===== src/rtl/dpot_pkg.sv =====
package dpot_pkg;

   // Serial and control pins as seen by the synchronizer.
   typedef struct packed {
      logic cs_n;
      logic sck;
      logic sdi;
      logic shdn_n;
   } dpot_pins_t;

   // Idle level of every pin: deselected, clock low, not in shutdown.
   localparam dpot_pins_t PINS_IDLE = '{cs_n: 1'b1, sck: 1'b0, sdi: 1'b0, shdn_n: 1'b1};

   localparam int PIN_W = $bits(dpot_pins_t);

endpackage


===== src/rtl/dpot_sync.sv =====
module dpot_sync #(
   parameter int             W       = 4,
   parameter int             STAGES  = 2,
   parameter logic [W-1:0]   RST_VAL = '0
) (
   input  logic         clk,
   input  logic         rst_n,
   input  logic [W-1:0] d,
   output logic [W-1:0] q
);

   if (W < 1) begin : g_bad_w
      $error("dpot_sync: W must be at least 1");
   end
   if (STAGES < 0) begin : g_bad_stages
      $error("dpot_sync: STAGES must not be negative");
   end

   if (STAGES == 0) begin : g_bypass
      assign q = d;
   end else begin : g_chain
      logic [W-1:0] stg [STAGES];
      for (genvar i = 0; i < STAGES; i++) begin : g_stage
         if (i == 0) begin : g_first
            always_ff @(posedge clk or negedge rst_n) begin
               if (!rst_n) stg[0] <= RST_VAL;
               else        stg[0] <= d;
            end
         end else begin : g_next
            always_ff @(posedge clk or negedge rst_n) begin
               if (!rst_n) stg[i] <= RST_VAL;
               else        stg[i] <= stg[i-1];
            end
         end
      end
      assign q = stg[STAGES-1];
   end

endmodule


===== src/rtl/dpot_frame_rx.sv =====
module dpot_frame_rx #(
   parameter int FRAME_W = 10
) (
   input  logic               clk,
   input  logic               rst_n,
   input  logic               cs_n_s,
   input  logic               sck_s,
   input  logic               sdi_s,
   output logic [FRAME_W-1:0] frame,
   output logic               commit
);

   if (FRAME_W < 2) begin : g_bad_frame
      $error("dpot_frame_rx: FRAME_W must be at least 2");
   end

   logic cs_prev;
   logic sck_prev;
   logic sck_rise;

   assign sck_rise = sck_s & ~sck_prev;
   assign commit   = cs_n_s & ~cs_prev;

   always_ff @(posedge clk or negedge rst_n) begin
      if (!rst_n) begin
         cs_prev  <= 1'b1;
         sck_prev <= 1'b0;
      end else begin
         cs_prev  <= cs_n_s;
         sck_prev <= sck_s;
      end
   end

   // Shift register: the oldest bits fall off the top.
   always_ff @(posedge clk or negedge rst_n) begin
      if (!rst_n)                 frame <= '0;
      else if (sck_rise && !cs_n_s) frame <= {frame[FRAME_W-2:0], sdi_s};
   end

endmodule


===== src/rtl/dpot_latch_bank.sv =====
module dpot_latch_bank #(
   parameter int NUM_CH = 2,
   parameter int CODE_W = 8,
   parameter int ADDR_W = 2
) (
   input  logic                     clk,
   input  logic                     rst_n,
   input  logic                     commit,
   input  logic [ADDR_W-1:0]        addr,
   input  logic [CODE_W-1:0]        data,
   output logic [NUM_CH-1:0]        we,
   output logic [NUM_CH*CODE_W-1:0] codes
);

   localparam logic [CODE_W-1:0] MID = {1'b1, {(CODE_W-1){1'b0}}};

   if (NUM_CH < 1 || NUM_CH > (1 << ADDR_W)) begin : g_bad_ch
      $error("dpot_latch_bank: NUM_CH must fit in the address field");
   end
   if (CODE_W < 2) begin : g_bad_code
      $error("dpot_latch_bank: CODE_W must be at least 2");
   end

   // Addresses at or above NUM_CH select no channel.
   for (genvar c = 0; c < NUM_CH; c++) begin : g_ch
      assign we[c] = commit && (addr == ADDR_W'(c));

      always_ff @(posedge clk or negedge rst_n) begin
         if (!rst_n)     codes[c*CODE_W +: CODE_W] <= MID;
         else if (we[c]) codes[c*CODE_W +: CODE_W] <= data;
      end
   end

endmodule


===== src/rtl/dpot_ctrl.sv =====
module dpot_ctrl #(
   parameter int NUM_CH      = 2,
   parameter int CODE_W      = 8,
   parameter int ADDR_W      = 2,
   parameter int SYNC_STAGES = 2
) (
   input  logic                     clk,
   input  logic                     clr_n,
   input  logic                     cs_n,
   input  logic                     sck,
   input  logic                     sdi,
   input  logic                     shdn_n,
   output logic [NUM_CH*CODE_W-1:0] wiper_eff,
   output logic [NUM_CH-1:0]        a_open,
   output logic [NUM_CH-1:0]        wiper_to_b
);
   import dpot_pkg::*;

   localparam int FRAME_W = ADDR_W + CODE_W;

   dpot_pins_t             pins_raw;
   dpot_pins_t             pins_s;
   logic                   cs_n_s;
   logic                   sck_s;
   logic                   sdi_s;
   logic                   shdn_s;
   logic [FRAME_W-1:0]     frame;
   logic                   commit;
   logic [NUM_CH-1:0]      we;
   logic [NUM_CH*CODE_W-1:0] codes;

   assign pins_raw = '{cs_n: cs_n, sck: sck, sdi: sdi, shdn_n: shdn_n};

   dpot_sync #(
      .W       (PIN_W),
      .STAGES  (SYNC_STAGES),
      .RST_VAL (PINS_IDLE)
   ) u_sync (
      .clk   (clk),
      .rst_n (clr_n),
      .d     (pins_raw),
      .q     (pins_s)
   );

   assign cs_n_s = pins_s.cs_n;
   assign sck_s  = pins_s.sck;
   assign sdi_s  = pins_s.sdi;
   assign shdn_s = pins_s.shdn_n;

   dpot_frame_rx #(
      .FRAME_W (FRAME_W)
   ) u_rx (
      .clk    (clk),
      .rst_n  (clr_n),
      .cs_n_s (cs_n_s),
      .sck_s  (sck_s),
      .sdi_s  (sdi_s),
      .frame  (frame),
      .commit (commit)
   );

   dpot_latch_bank #(
      .NUM_CH (NUM_CH),
      .CODE_W (CODE_W),
      .ADDR_W (ADDR_W)
   ) u_bank (
      .clk    (clk),
      .rst_n  (clr_n),
      .commit (commit),
      .addr   (frame[FRAME_W-1 -: ADDR_W]),
      .data   (frame[CODE_W-1:0]),
      .we     (we),
      .codes  (codes)
   );

   // Shutdown: the latches keep their codes, but the outputs show terminal A
   // open and the wiper at terminal B (code zero).
   for (genvar c = 0; c < NUM_CH; c++) begin : g_out
      assign a_open[c]     = ~shdn_s;
      assign wiper_to_b[c] = ~shdn_s;
      assign wiper_eff[c*CODE_W +: CODE_W] = shdn_s ? codes[c*CODE_W +: CODE_W] : '0;
   end

endmodule


===== config.mk =====
export PLATFORM = sky130hd
export DESIGN_NAME = dpot_ctrl
export DESIGN_NICKNAME = d
export VERILOG_FILES = /design/src/rtl/dpot_pkg.sv /design/src/rtl/dpot_sync.sv /design/src/rtl/dpot_frame_rx.sv /design/src/rtl/dpot_latch_bank.sv /design/src/rtl/dpot_ctrl.sv
export SDC_FILE = /design/constraint.sdc
export NUM_CORES = 1
export LEC_CHECK = 0
export BUFFER_PORTS_ARGS = -buffer_cell sky130_fd_sc_hd__buf_2
export CAP_MARGIN = 20
export CORE_MARGIN = 3
export CORE_UTILIZATION = 48
export DETAILED_ROUTE_END_ITERATION = 16
export PLACE_DENSITY = 0.8
export SLEW_MARGIN = 25
export SYNTH_ARGS = -nofsm -noshare
export SYNTH_HDL_FRONTEND = slang
export SYNTH_SLANG_ARGS = --single-unit

===== constraint.sdc =====
create_clock -name clk -period 1.43 [get_ports clk]
set_input_delay 0.0715 -clock clk [delete_from_list [all_inputs] [get_ports clk]]
set_output_delay 0.0715 -clock clk [all_outputs]
set_load 0.03 [all_outputs]

==> flow_summary.rst, run 1 <==
.. list-table::
   :header-rows: 1

   * - Metric
     - Value
   * - Status
     - finished, final reports clean
   * - Smallest hold slack
     - 0.292 ns
   * - Insertion delay to the later sink of the worst-skew pair
     - 0.33 ns
   * - Fraction of final layout cells sized beyond drive strength 1
     - 59.4%
   * - Antenna Cells
     - 0
   * - Post-CTS clock slew at the launch and capture registers of the worst setup and hold paths
     - 0.10 ns
   * - Reg-to-reg endpoint
     - u_bank.codes[0]$_DFFE_PN0P_
   * - Most common library cell in the layout ignoring fill and taps
     - sky130_fd_sc_hd__dfrtp_1
   * - Normalized max-slew margin
     - 71.6%
   * - I/O pin total
     - 26
   * - Post-synth design cell area
     - 1390 µm²
   * - Port Buf Inserts
     - 25
   * - Hold violation count in the final report
     - 0
   * - Number of buffers created by CTS
     - 5
   * - Post-DP Area
     - 1550 µm²
   * - Avg Cell Area, Syn
     - 15.8 µm²
   * - Met3 track demand over resource in global routing
     - 5.83%
   * - Max Cap Violations
     - 0
   * - Kind of critical path
     - reg2reg
   * - Final slew viol count
     - 0
   * - Shortest period the worst path allows
     - 1.40 ns
   * - Fraction of met1 tracks used by global routing
     - 19.5%
   * - Number of global-route vias before repair
     - 767
   * - DR WL/cell
     - 14.4 µm
   * - Clock tree from TritonCTS
     - built
   * - Power per Cell Area
     - 1600 nW/µm²
   * - Vias per Instance
     - 4.97
   * - Largest net degree at the start of global routing
     - 37
   * - Number of synthesis warnings
     - 0
   * - Max Clock Skew
     - 0.0128 ns
   * - Element type at the critical path start
     - flop
   * - Actual slew at the worst max-slew pin
     - 0.426 ns
   * - Final non-filler cell area
     - 1760 µm²
   * - Required time of the critical path
     - 1.65 ns
   * - Setup violations, final
     - 0
   * - Cell depth of the worst flop-to-flop path
     - 3
   * - Initial standard-cell utilization of the core
     - 53.1%
   * - Count of H-tree levels built during CTS
     - 2
   * - Setup repair after global routing missed its margin
     - true
   * - Worst setup path startpoint
     - u_sync.q[3]$_DFF_PN1_
   * - Maximum buffer depth of the clock tree
     - 2
   * - Worst Setup EP
     - u_bank.codes[0]$_DFFE_PN0P_
   * - Number of optimization iterations in the first detailed-route pass
     - 2
   * - Sum of net half-perimeters after detailed placement
     - 1500 µm
   * - Overall die width
     - 59.7 µm
   * - Worst-path maximum fanout
     - 5
   * - Core region area
     - 2610 µm²
   * - Count of mapped cells out of synthesis
     - 88
   * - Global route overflow
     - 0
   * - Most frequent cells in the layout
     - sky130_fd_sc_hd__dfrtp_1, sky130_fd_sc_hd__mux2_2, sky130_fd_sc_hd__buf_4, sky130_fd_sc_hd__and2_1, sky130_fd_sc_hd__buf_2
   * - Core Rows
     - 18
   * - Data arrival, critical path
     - 1.63 ns
   * - Reg-to-reg slack, setup
     - 0.03 ns
   * - Global-route wire length before repair
     - 3750 µm
   * - Global-route track usage on met2
     - 21.8%
   * - Layout Area Growth over Synthesis
     - 27.3%
   * - Initial antenna violation count
     - 0
   * - Post-route fraction of the period consumed by the critical path
     - 98.2%
   * - Die footprint
     - 3570 µm²
   * - Residual DRC
     - 0
   * - Worst voltage drop across the vdd grid
     - 1.12 mV
   * - Sum of routed wire length over all layers
     - 2270 µm
   * - Nets in the synthesized netlist
     - 94
   * - Critical R2R Launch
     - u_sync.q[3]$_DFF_PN1_
   * - CP endpoint kind
     - flop
   * - P_leak
     - 0.000860 µW
   * - GP Congestion
     - 0.678
   * - Power after layout
     - 2830 µW
   * - Antenna-violating nets left
     - 0
   * - Combined global-route utilization of all metal layers
     - 14.9%
   * - Synthesized flop and latch total
     - 36
   * - Count of cell types in the netlist
     - 11
   * - Via count
     - 786
   * - Upper clock frequency limit
     - 0.712 GHz
   * - Starting DRC count in detailed routing
     - 16
   * - Number of clock sinks
     - 36
   * - Clock root buffer
     - sky130_fd_sc_hd__clkbuf_4
   * - Die height
     - 59.7 µm
   * - Worst hold path type
     - in2async
   * - Net total in the final layout
     - 133
   * - Share of synthesized area occupied by flip-flops and latches
     - 65.6%
   * - Post-Route Utilization
     - 67.5%
   * - Busiest metal layer after global routing
     - met2
[stage by stage]
stage                     cells  setup TNS (ns)  setup WS (ns)
final                       158               0         0.0261
after global routing        158          -0.403        -0.0369
after CTS                   158               0         0.0106
after global placement      142               0         0.0414
after detailed placement    142               0        0.00657
after floorplan              88               0         0.0187
[synthesized netlist by cell type (all sizes together)]
| cell type | n | area (µm²) |
|---|---|---|
| dfrtp | 29 | 726 |
| nor3b | 1 | 7.51 |
| and2 | 16 | 100 |
| nor4b | 1 | 23.8 |
| and4bb | 1 | 12.5 |
| inv | 1 | 3.75 |
| dfstp | 7 | 184 |
| buf | 5 | 32.5 |
| mux2 | 26 | 293 |
| clkbuf | 1 | 3.75 |
[critical path, stage by stage, from the launching register on]
cell                      delay (ns)
sky130_fd_sc_hd__dfstp_2        0.56
sky130_fd_sc_hd__nor4b_4        0.21
sky130_fd_sc_hd__buf_4          0.19
sky130_fd_sc_hd__mux2_2         0.34
[sequential cells by signal, summed over array words and instances, names as in the netlist]
register,count
u_sync.q,4
u_rx.cs_prev,1
u_sync.g_chain.stg,4
u_rx.sck_prev,1
u_rx.frame,10
u_bank.codes,16
[routing by layer]
metal	wire length (µm)	vias to the layer above	share of wire (%)
met3	117	6	5.1
met1	1020	384	45
li1	-	376	-
met4	51	0	2.2
met5	0	-	0
met2	1080	20	48
[layout make-up]
cell class / instances / area, µm²
Inverter: 1 / 3.75
Clock buffer: 8 / 68.8
Timing Repair Buffer: 38 / 298
Tap cell: 30 / 37.5
Sequential cell: 36 / 910
Multi-Input combinational cell: 45 / 447
Fill cell: 196 / 848
[logic make-up after synthesis]
kind of cell | share of synthesized area (%)
simple gates | 10.4
mux | 21.1
buf+inv | 2.89
flops | 65.6
[timing repair]
| item | in CTS | in global routing |
|---|---|---|
| setup endpoints to repair | 17 | 33 |
| hold buffers | 5 | 0 |
| gates resized for setup | 11 | 21 |
| hold endpoints to repair | 33 | 0 |
| setup buffers | 3 | 0 |
[how the worst min path moves through the flow]
stage | end | depth (start not counted) | slack (ns) | from
2_1_floorplan | u_bank.codes[0]$_DFFE_PN0P_ | 0 | -0.22 | clr_n
3_3_place_gp | u_bank.codes[6]$_DFFE_PN0P_ | 2 | 0.12 | clr_n
3_5_place_dp | u_bank.codes[5]$_DFFE_PN0P_ | 2 | 0.13 | clr_n
4_1_cts | u_bank.codes[13]$_DFFE_PN0P_ | 3 | 0.28 | clr_n
5_1_grt | u_bank.codes[5]$_DFFE_PN0P_ | 3 | 0.31 | clr_n
6_report | u_bank.codes[13]$_DFFE_PN0P_ | 3 | 0.29 | clr_n
[report_power, final]
part           internal [µW]  switching (µW)
sequential              1290             173
clock                    289             307
combinational            422             343
total                   2000             823
(Power assumes the default switching activity.)
==> run 2: changes to the inputs <==
clock period = 1.2 ns   (was 1.43 ns; I/O delays follow)
==> flow_summary.rst, run 2 (synthesized netlist as in run 1, its figures left out) <==
.. list-table::
   :header-rows: 1

   * - Metric
     - Value
   * - Final non-filler cell area
     - 2000 µm² (+13%)
   * - Count of H-tree levels built during CTS
     - 2 (unchanged)
   * - Antenna Cells
     - 0 (unchanged)
   * - Post-DP Area
     - 1600 µm² (+3.2%)
   * - Chain of cells forming the critical path
     - nor4b_4 > buf_4 > mux2_4
   * - Element type at the critical path start
     - flop
   * - Worst voltage drop across the vdd grid
     - 1.32 mV (+18%)
   * - Violated checks
     - negative setup slack
   * - Port Buf Inserts
     - 25 (unchanged)
   * - Via count
     - 818 (+4.1%)
   * - P_leak
     - 0.000967 µW (+12%)
   * - Combined global-route utilization of all metal layers
     - 17.1% (+2.2 points)
   * - Worst-path maximum fanout
     - 3 (-2)
   * - Final WS setup
     - -0.199 ns (-0.225 ns)
   * - Number of buffers created by CTS
     - 5 (unchanged)
   * - Largest net degree at the start of global routing
     - 37 (unchanged)
   * - Gate power share
     - 33.6% (+6.5 points)
   * - Slowest cell on crit path
     - sky130_fd_sc_hd__dfstp_2
   * - Area taken by flip-flops and latches
     - 910 µm² (unchanged)
   * - Post-route fraction of the period consumed by the critical path
     - 117% (+18 points)
   * - Initial standard-cell utilization of the core
     - 53.1% (unchanged)
   * - Normalized max-slew margin
     - 71.1% (-0.54 points)
   * - Upper clock frequency limit
     - 0.715 GHz (+0.34%)
   * - Sum of routed wire length over all layers
     - 2720 µm (+19%)
   * - Net total in the final layout
     - 134 (+0.75%)
   * - Residual DRC
     - 0 (unchanged)
   * - Clock tree from TritonCTS
     - built
   * - Layout Area Growth over Synthesis
     - 44.0%
   * - Insertion delay to the later sink of the worst-skew pair
     - 0.34 ns (about the same)
   * - Number of optimization iterations in the first detailed-route pass
     - 2 (unchanged)
   * - Die footprint
     - 3570 µm² (unchanged)
   * - Core Rows
     - 18 (unchanged)
   * - Worst hold path type
     - in2async
   * - Hold violation count in the final report
     - 0 (unchanged)
   * - Placement Setup Slack
     - -0.174 ns (-0.180 ns)
   * - Number of global-route vias before repair
     - 845 (+10%)
   * - Final slew viol count
     - 0 (unchanged)
   * - Data arrival, critical path
     - 1.63 ns (about the same)
   * - Worst stage delay on the critical path
     - 0.56 ns (about the same)
   * - GP Congestion
     - 0.724 (+6.8%)
   * - Initial antenna violation count
     - 0 (unchanged)
   * - Actual slew at the worst max-slew pin
     - 0.434 ns (+0.00807 ns)
   * - Switching power share of the total
     - 29.7% (+0.54 points)
   * - Power per Cell Area
     - 1850 nW/µm² (+16%)
   * - Max FFs per register
     - 16 (unchanged)
   * - Area taken by multi-input logic gates
     - 581 µm² (+30%)
   * - Starting DRC count in detailed routing
     - 29 (+13)
   * - Clock root buffer
     - sky130_fd_sc_hd__clkbuf_4
   * - Fraction of final layout cells sized beyond drive strength 1
     - 72.1% (+13 points)
   * - Max Cap Violations
     - 0 (unchanged)
   * - CP endpoint kind
     - flop
   * - Setup violations, final
     - 46 (+46)
   * - Status
     - complete, but fails checks
   * - Filler cells
     - 140 (-29%)
   * - Vias per Instance
     - 5.14 (+3.4%)
   * - Shortest period the worst path allows
     - 1.40 ns (-0.00479 ns)
   * - Maximum buffer depth of the clock tree
     - 2 (unchanged)
   * - Antenna-violating nets left
     - 0 (unchanged)
   * - Top flop regs
     - u_bank.codes x16, u_rx.frame x10
   * - Number of clock sinks
     - 36 (unchanged)
   * - I/O pin total
     - 26 (unchanged)
   * - Most common library cell in the layout ignoring fill and taps
     - sky130_fd_sc_hd__dfrtp_1
   * - Global route overflow
     - 0 (unchanged)
   * - Post-Route Utilization
     - 76.4% (+8.9 points)
   * - Max Clock Skew
     - 0.00625 ns (-0.00653 ns)
   * - Internal power of the cells
     - 2600 µW (+30%)
   * - Global-route wire length before repair
     - 4240 µm (+13%)
   * - Share of power burned in registers
     - 48.6% (-3.2 points)
   * - Kind of critical path
     - reg2reg
   * - Sum of net half-perimeters after detailed placement
     - 1540 µm (+2.6%)
   * - Setup repair after global routing missed its margin
     - true
   * - DR WL/cell
     - 17.1 µm (+19%)
   * - Overall die width
     - 59.7 µm (unchanged)
   * - Most frequent cells in the layout
     - sky130_fd_sc_hd__dfrtp_1, sky130_fd_sc_hd__mux2_4, sky130_fd_sc_hd__buf_6, sky130_fd_sc_hd__and2_4, sky130_fd_sc_hd__dfstp_2
   * - Core region area
     - 2610 µm² (unchanged)
   * - Required time of the critical path
     - 1.43 ns (-0.22 ns)
   * - Power share of the clock group
     - 17.9% (-3.2 points)
   * - Post-CTS clock slew at the launch and capture registers of the worst setup and hold paths
     - 0.10 ns (about the same)
   * - Reg with most FFs
     - u_bank.codes
   * - Switching power total
     - 1100 µW (+33%)
   * - Die height
     - 59.7 µm (unchanged)
## run 2: changes by cell type in the layout (fill, tap and decap cells not counted), moves of 2 or more
cell / before / now
sky130_fd_sc_hd__mux2_2: 24 / 0
sky130_fd_sc_hd__mux2_4: 2 / 26
sky130_fd_sc_hd__buf_6: 6 / 25
sky130_fd_sc_hd__buf_4: 18 / 3
sky130_fd_sc_hd__and2_1: 15 / 2
sky130_fd_sc_hd__and2_4: 1 / 14
sky130_fd_sc_hd__buf_2: 9 / 5
sky130_fd_sc_hd__clkinv_2: 0 / 2
## run 2: routing by layer
metal  vias up  track usage, %  part of all wire [%]
met3         7            6.70                   4.3
met5         -               0                     0
met2        21            27.3                    51
met4         0            6.65                   1.7
met1       418            20.6                    43
li1        372               -                     -
## run 2: worst max-delay path, delay by kind of cell (launching register included)
kind | cells | cell delay, ns
buffers and inverters | 1 | 0.20
DFF | 1 | 0.56
muxes | 1 | 0.30
and+or+nand+nor | 1 | 0.24
## run 2: what timing repair did
item                                    in CTS  in global routing
endpoints found under the setup margin      46                 46
hold endpoints to repair                    33                  0
hold buffers                                 5                  0
gates cloned                                 1                  0
setup buffers                                2                  0
resized for setup                           76                  8
pin swaps                                    2                  0
## run 2: area by class of cell
type                       instances  area share (%)
sequential                        36            45.6
multi-input combinational         45            29.1
timing repair buffer              39            20.0
clock buffer                       6            2.57
tap                               30            1.88
clock inverter                     2           0.501
inverter                           1           0.439
## run 2: power groups by stage
stage	clock [µW]	combinational, µW	sequential, µW
after detailed placement	0	833	1790
after global routing	735	1300	1840
final	662	1240	1800
after global placement	0	809	1770
after floorplan	0	654	1700
after CTS	679	1200	1780
## run 2: path summary, 6_finish.rpt
check,start,endpoint,slack [ns],cells after the start
setup / recovery,u_sync.q[3]$_DFF_PN1_,u_bank.codes[5]$_DFFE_PN0P_,-0.20,3
hold / removal,clr_n,u_bank.codes[14]$_DFFE_PN0P_,0.28,3
hold reg to reg,u_sync.g_chain.stg[6]$_DFF_PN0_,u_sync.q[2]$_DFF_PN0_,0.36,0
setup reg to reg,u_sync.q[3]$_DFF_PN1_,u_bank.codes[5]$_DFFE_PN0P_,-0.20,3
min in group clk,u_sync.g_chain.stg[6]$_DFF_PN0_,u_sync.q[2]$_DFF_PN0_,0.36,0
max in group asynchronous,clr_n,u_sync.g_chain.stg[7]$_DFF_PN1_,0.58,3
## run 2: per-stage QoR
stage | TNS, ns | hold WS (ns) | instances | power (µW)
2_1_floorplan | -2.50 | -0.236 | 88 | 2360
3_3_place_gp | -3.51 | 0.110 | 143 | 2580
3_5_place_dp | -4.13 | 0.117 | 143 | 2620
4_1_cts | -6.94 | 0.282 | 159 | 3660
5_1_grt | -9.40 | 0.303 | 159 | 3870
6_report | -7.15 | 0.276 | 159 | 3700
==> run 3: changes to the inputs <==
CORE_UTILIZATION = 57   (was 48)
PLACE_DENSITY = 0.89   (was 0.8)
clock period = 1.62 ns   (was 1.2 ns; I/O delays follow)
==> flow_summary.rst, run 3 (synthesized netlist as in run 1, its figures left out) <==
.. list-table::
   :header-rows: 1

   * - Metric
     - Value
   * - Number of optimization iterations in the first detailed-route pass
     - 4 (+2)
   * - Worst voltage drop across the vdd grid
     - 0.928 mV (-30%)
   * - Sum of routed wire length over all layers
     - 2350 µm (-14%)
   * - Smallest hold slack
     - 0.354 ns (+0.0784 ns)
   * - Required time of the critical path
     - 1.54 ns (+0.11 ns)
   * - Power share of the clock group
     - 20.1% (+2.2 points)
   * - Residual DRC
     - 0 (unchanged)
   * - Share of power burned in registers
     - 55.2% (+6.6 points)
   * - Switching power share of the total
     - 30.4% (+0.73 points)
   * - Max Clock Skew
     - 0.00124 ns (-0.00501 ns)
   * - Actual slew at the worst max-slew pin
     - 0.757 ns (+0.323 ns)
   * - Post-Route Utilization
     - 73.1% (-3.3 points)
   * - Reg-to-reg slack, setup
     - 0.19 ns (+0.39 ns)
   * - Data arrival, critical path
     - 1.37 ns (-0.26 ns)
   * - Max FFs per register
     - 16 (unchanged)
   * - Worst hold path type
     - in2async
   * - Setup fix buffers added after clock tree synthesis
     - 0 (-2)
   * - Final WS setup
     - 0.171 ns (+0.370 ns)
   * - Reg with most FFs
     - u_bank.codes
   * - Post-CTS clock slew at the launch and capture registers of the worst setup and hold paths
     - 0.09 ns (about the same)
   * - Number of clock sinks
     - 36 (unchanged)
   * - Setup violations, final
     - 0 (-100%)
   * - Kind of critical path
     - reg2out
   * - Starting DRC count in detailed routing
     - 13 (-55%)
   * - CP endpoint kind
     - primary output
   * - Switching power total
     - 721 µW (-34%)
   * - Element type at the critical path start
     - flop
   * - Combined global-route utilization of all metal layers
     - 17.6% (+0.55 points)
   * - Most frequent cells in the layout
     - sky130_fd_sc_hd__dfrtp_1, sky130_fd_sc_hd__mux2_2, sky130_fd_sc_hd__buf_2, sky130_fd_sc_hd__and2_1, sky130_fd_sc_hd__dfstp_2
   * - Global-route wire length before repair
     - 4070 µm (-3.9%)
   * - Placement Setup Slack
     - 0.189 ns (+0.363 ns)
   * - Initial standard-cell utilization of the core
     - 61.5% (+8.4 points)
   * - Maximum buffer depth of the clock tree
     - 2 (unchanged)
   * - Antenna Cells
     - 0 (unchanged)
   * - Normalized max-slew margin
     - 49.5% (-22 points)
   * - Via count
     - 773 (-5.5%)
   * - Upper clock frequency limit
     - 0.690 GHz
   * - I/O pin total
     - 26 (unchanged)
   * - Fraction of final layout cells sized beyond drive strength 1
     - 56.5% (-16 points)
   * - Sum of net half-perimeters after detailed placement
     - 1630 µm (+6.5%)
   * - Port Buf Inserts
     - 25 (unchanged)
   * - DR WL/cell
     - 15.4 µm (-9.7%)
   * - Setup repair after global routing missed its margin
     - false
   * - Resize count post-CTS
     - 0 (-100%)
   * - Hold violation count in the final report
     - 0 (unchanged)
   * - Power after layout
     - 2370 µW (-36%)
   * - Worst-path maximum fanout
     - 17 (+14)
   * - Internal power of the cells
     - 1650 µW (-37%)
   * - Status
     - finished, final reports clean
   * - Overall die width
     - 55.3 µm (-7.4%)
   * - Clock root buffer
     - sky130_fd_sc_hd__clkbuf_4
   * - Post-route fraction of the period consumed by the critical path
     - 89.4%
   * - Layout Area Growth over Synthesis
     - 19.0%
   * - Largest net degree at the start of global routing
     - 37 (unchanged)
   * - GP Congestion
     - 0.700 (-3.3%)
   * - Max Cap Violations
     - 0 (unchanged)
   * - Sum of negative setup slack
     - 0 ns (+7.15 ns)
   * - Core Rows
     - 17 (-1)
   * - Vias per Instance
     - 5.09 (-1.1%)
   * - Count of H-tree levels built during CTS
     - 2 (unchanged)
   * - Insertion delay to the later sink of the worst-skew pair
     - 0.32 ns (-0.02 ns)
   * - Clock tree from TritonCTS
     - built
   * - Number of global-route vias before repair
     - 854 (+1.1%)
   * - Gate power share
     - 24.8% (-8.8 points)
   * - Global route overflow
     - 0 (unchanged)
   * - Shortest period the worst path allows
     - 1.45 ns
   * - Die footprint
     - 3060 µm² (-14%)
   * - Die height
     - 55.3 µm (-7.4%)
   * - Initial antenna violation count
     - 0 (unchanged)
   * - Top flop regs
     - u_bank.codes x16, u_rx.frame x10
   * - Antenna-violating nets left
     - 0 (unchanged)
   * - Final slew viol count
     - 0 (unchanged)
   * - Power per Cell Area
     - 1440 nW/µm² (-22%)
   * - P_leak
     - 0.000823 µW (-15%)
   * - Most common library cell in the layout ignoring fill and taps
     - sky130_fd_sc_hd__dfrtp_1
   * - Core region area
     - 2250 µm² (-14%)
   * - Number of buffers created by CTS
     - 5 (unchanged)
   * - Net total in the final layout
     - 129 (-3.7%)
==> run 3: power by group through the flow <==
stage          logic [µW]  registers, µW  clock network, µW
2_1_floorplan         452           1250                  0
3_3_place_gp          559           1300                  0
3_5_place_dp          584           1330                  0
4_1_cts               597           1310                493
5_1_grt               632           1350                534
6_report              587           1310                477
==> run 3: layout make-up <==
class                           count  area, µm²
Clock buffer                        8       58.8
Fill cell                         154        606
Inverter                            1       3.75
Multi-Input combinational cell     45        437
Sequential cell                    36        910
Tap cell                           28       35.0
Timing Repair Buffer               34        205
==> run 3: final timing paths <==
check | start | endpoint | cells past startpoint
max reg2reg | u_sync.q[3]$_DFF_PN1_ | u_bank.codes[10]$_DFFE_PN0P_ | 2
max | u_sync.q[0]$_DFF_PN1_ | wiper_eff[7] | 2
min reg2reg | u_sync.g_chain.stg[4]$_DFF_PN1_ | u_sync.q[0]$_DFF_PN1_ | 0
max in group asynchronous | clr_n | u_bank.codes[8]$_DFFE_PN0P_ | 2
min | clr_n | u_bank.codes[6]$_DFFE_PN0P_ | 2
min in group clk | u_sync.g_chain.stg[4]$_DFF_PN1_ | u_sync.q[0]$_DFF_PN1_ | 0
==> run 3: through the flow <==
step / std cells / instance area [µm²]
2_1_floorplan: 88 / 1390
3_3_place_gp: 139 / 1540
3_5_place_dp: 139 / 1540
4_1_cts: 152 / 1650
5_1_grt: 152 / 1650
6_report: 152 / 1650
==> run 3: what timing repair did <==
action | 4_1_cts | 5_1_grt
setup endpoints to repair | 0 | 0
endpoints found under the hold margin | 33 | 0
hold buffers | 5 | 0
==> run 3: worst max-delay path, cell delays in order, from the launching register on <==
cell and delay (ns):
sky130_fd_sc_hd__dfstp_2 0.67, sky130_fd_sc_hd__and2_1 0.17, sky130_fd_sc_hd__buf_2 0.19
==> run 3: routing by layer <==
metal	up-vias	track usage, %	wire [µm]
li1	364	-	-
met5	-	0	0
met3	0	7.01	133
met4	0	6.25	0
met1	386	19.6	920
met2	23	30.4	1290
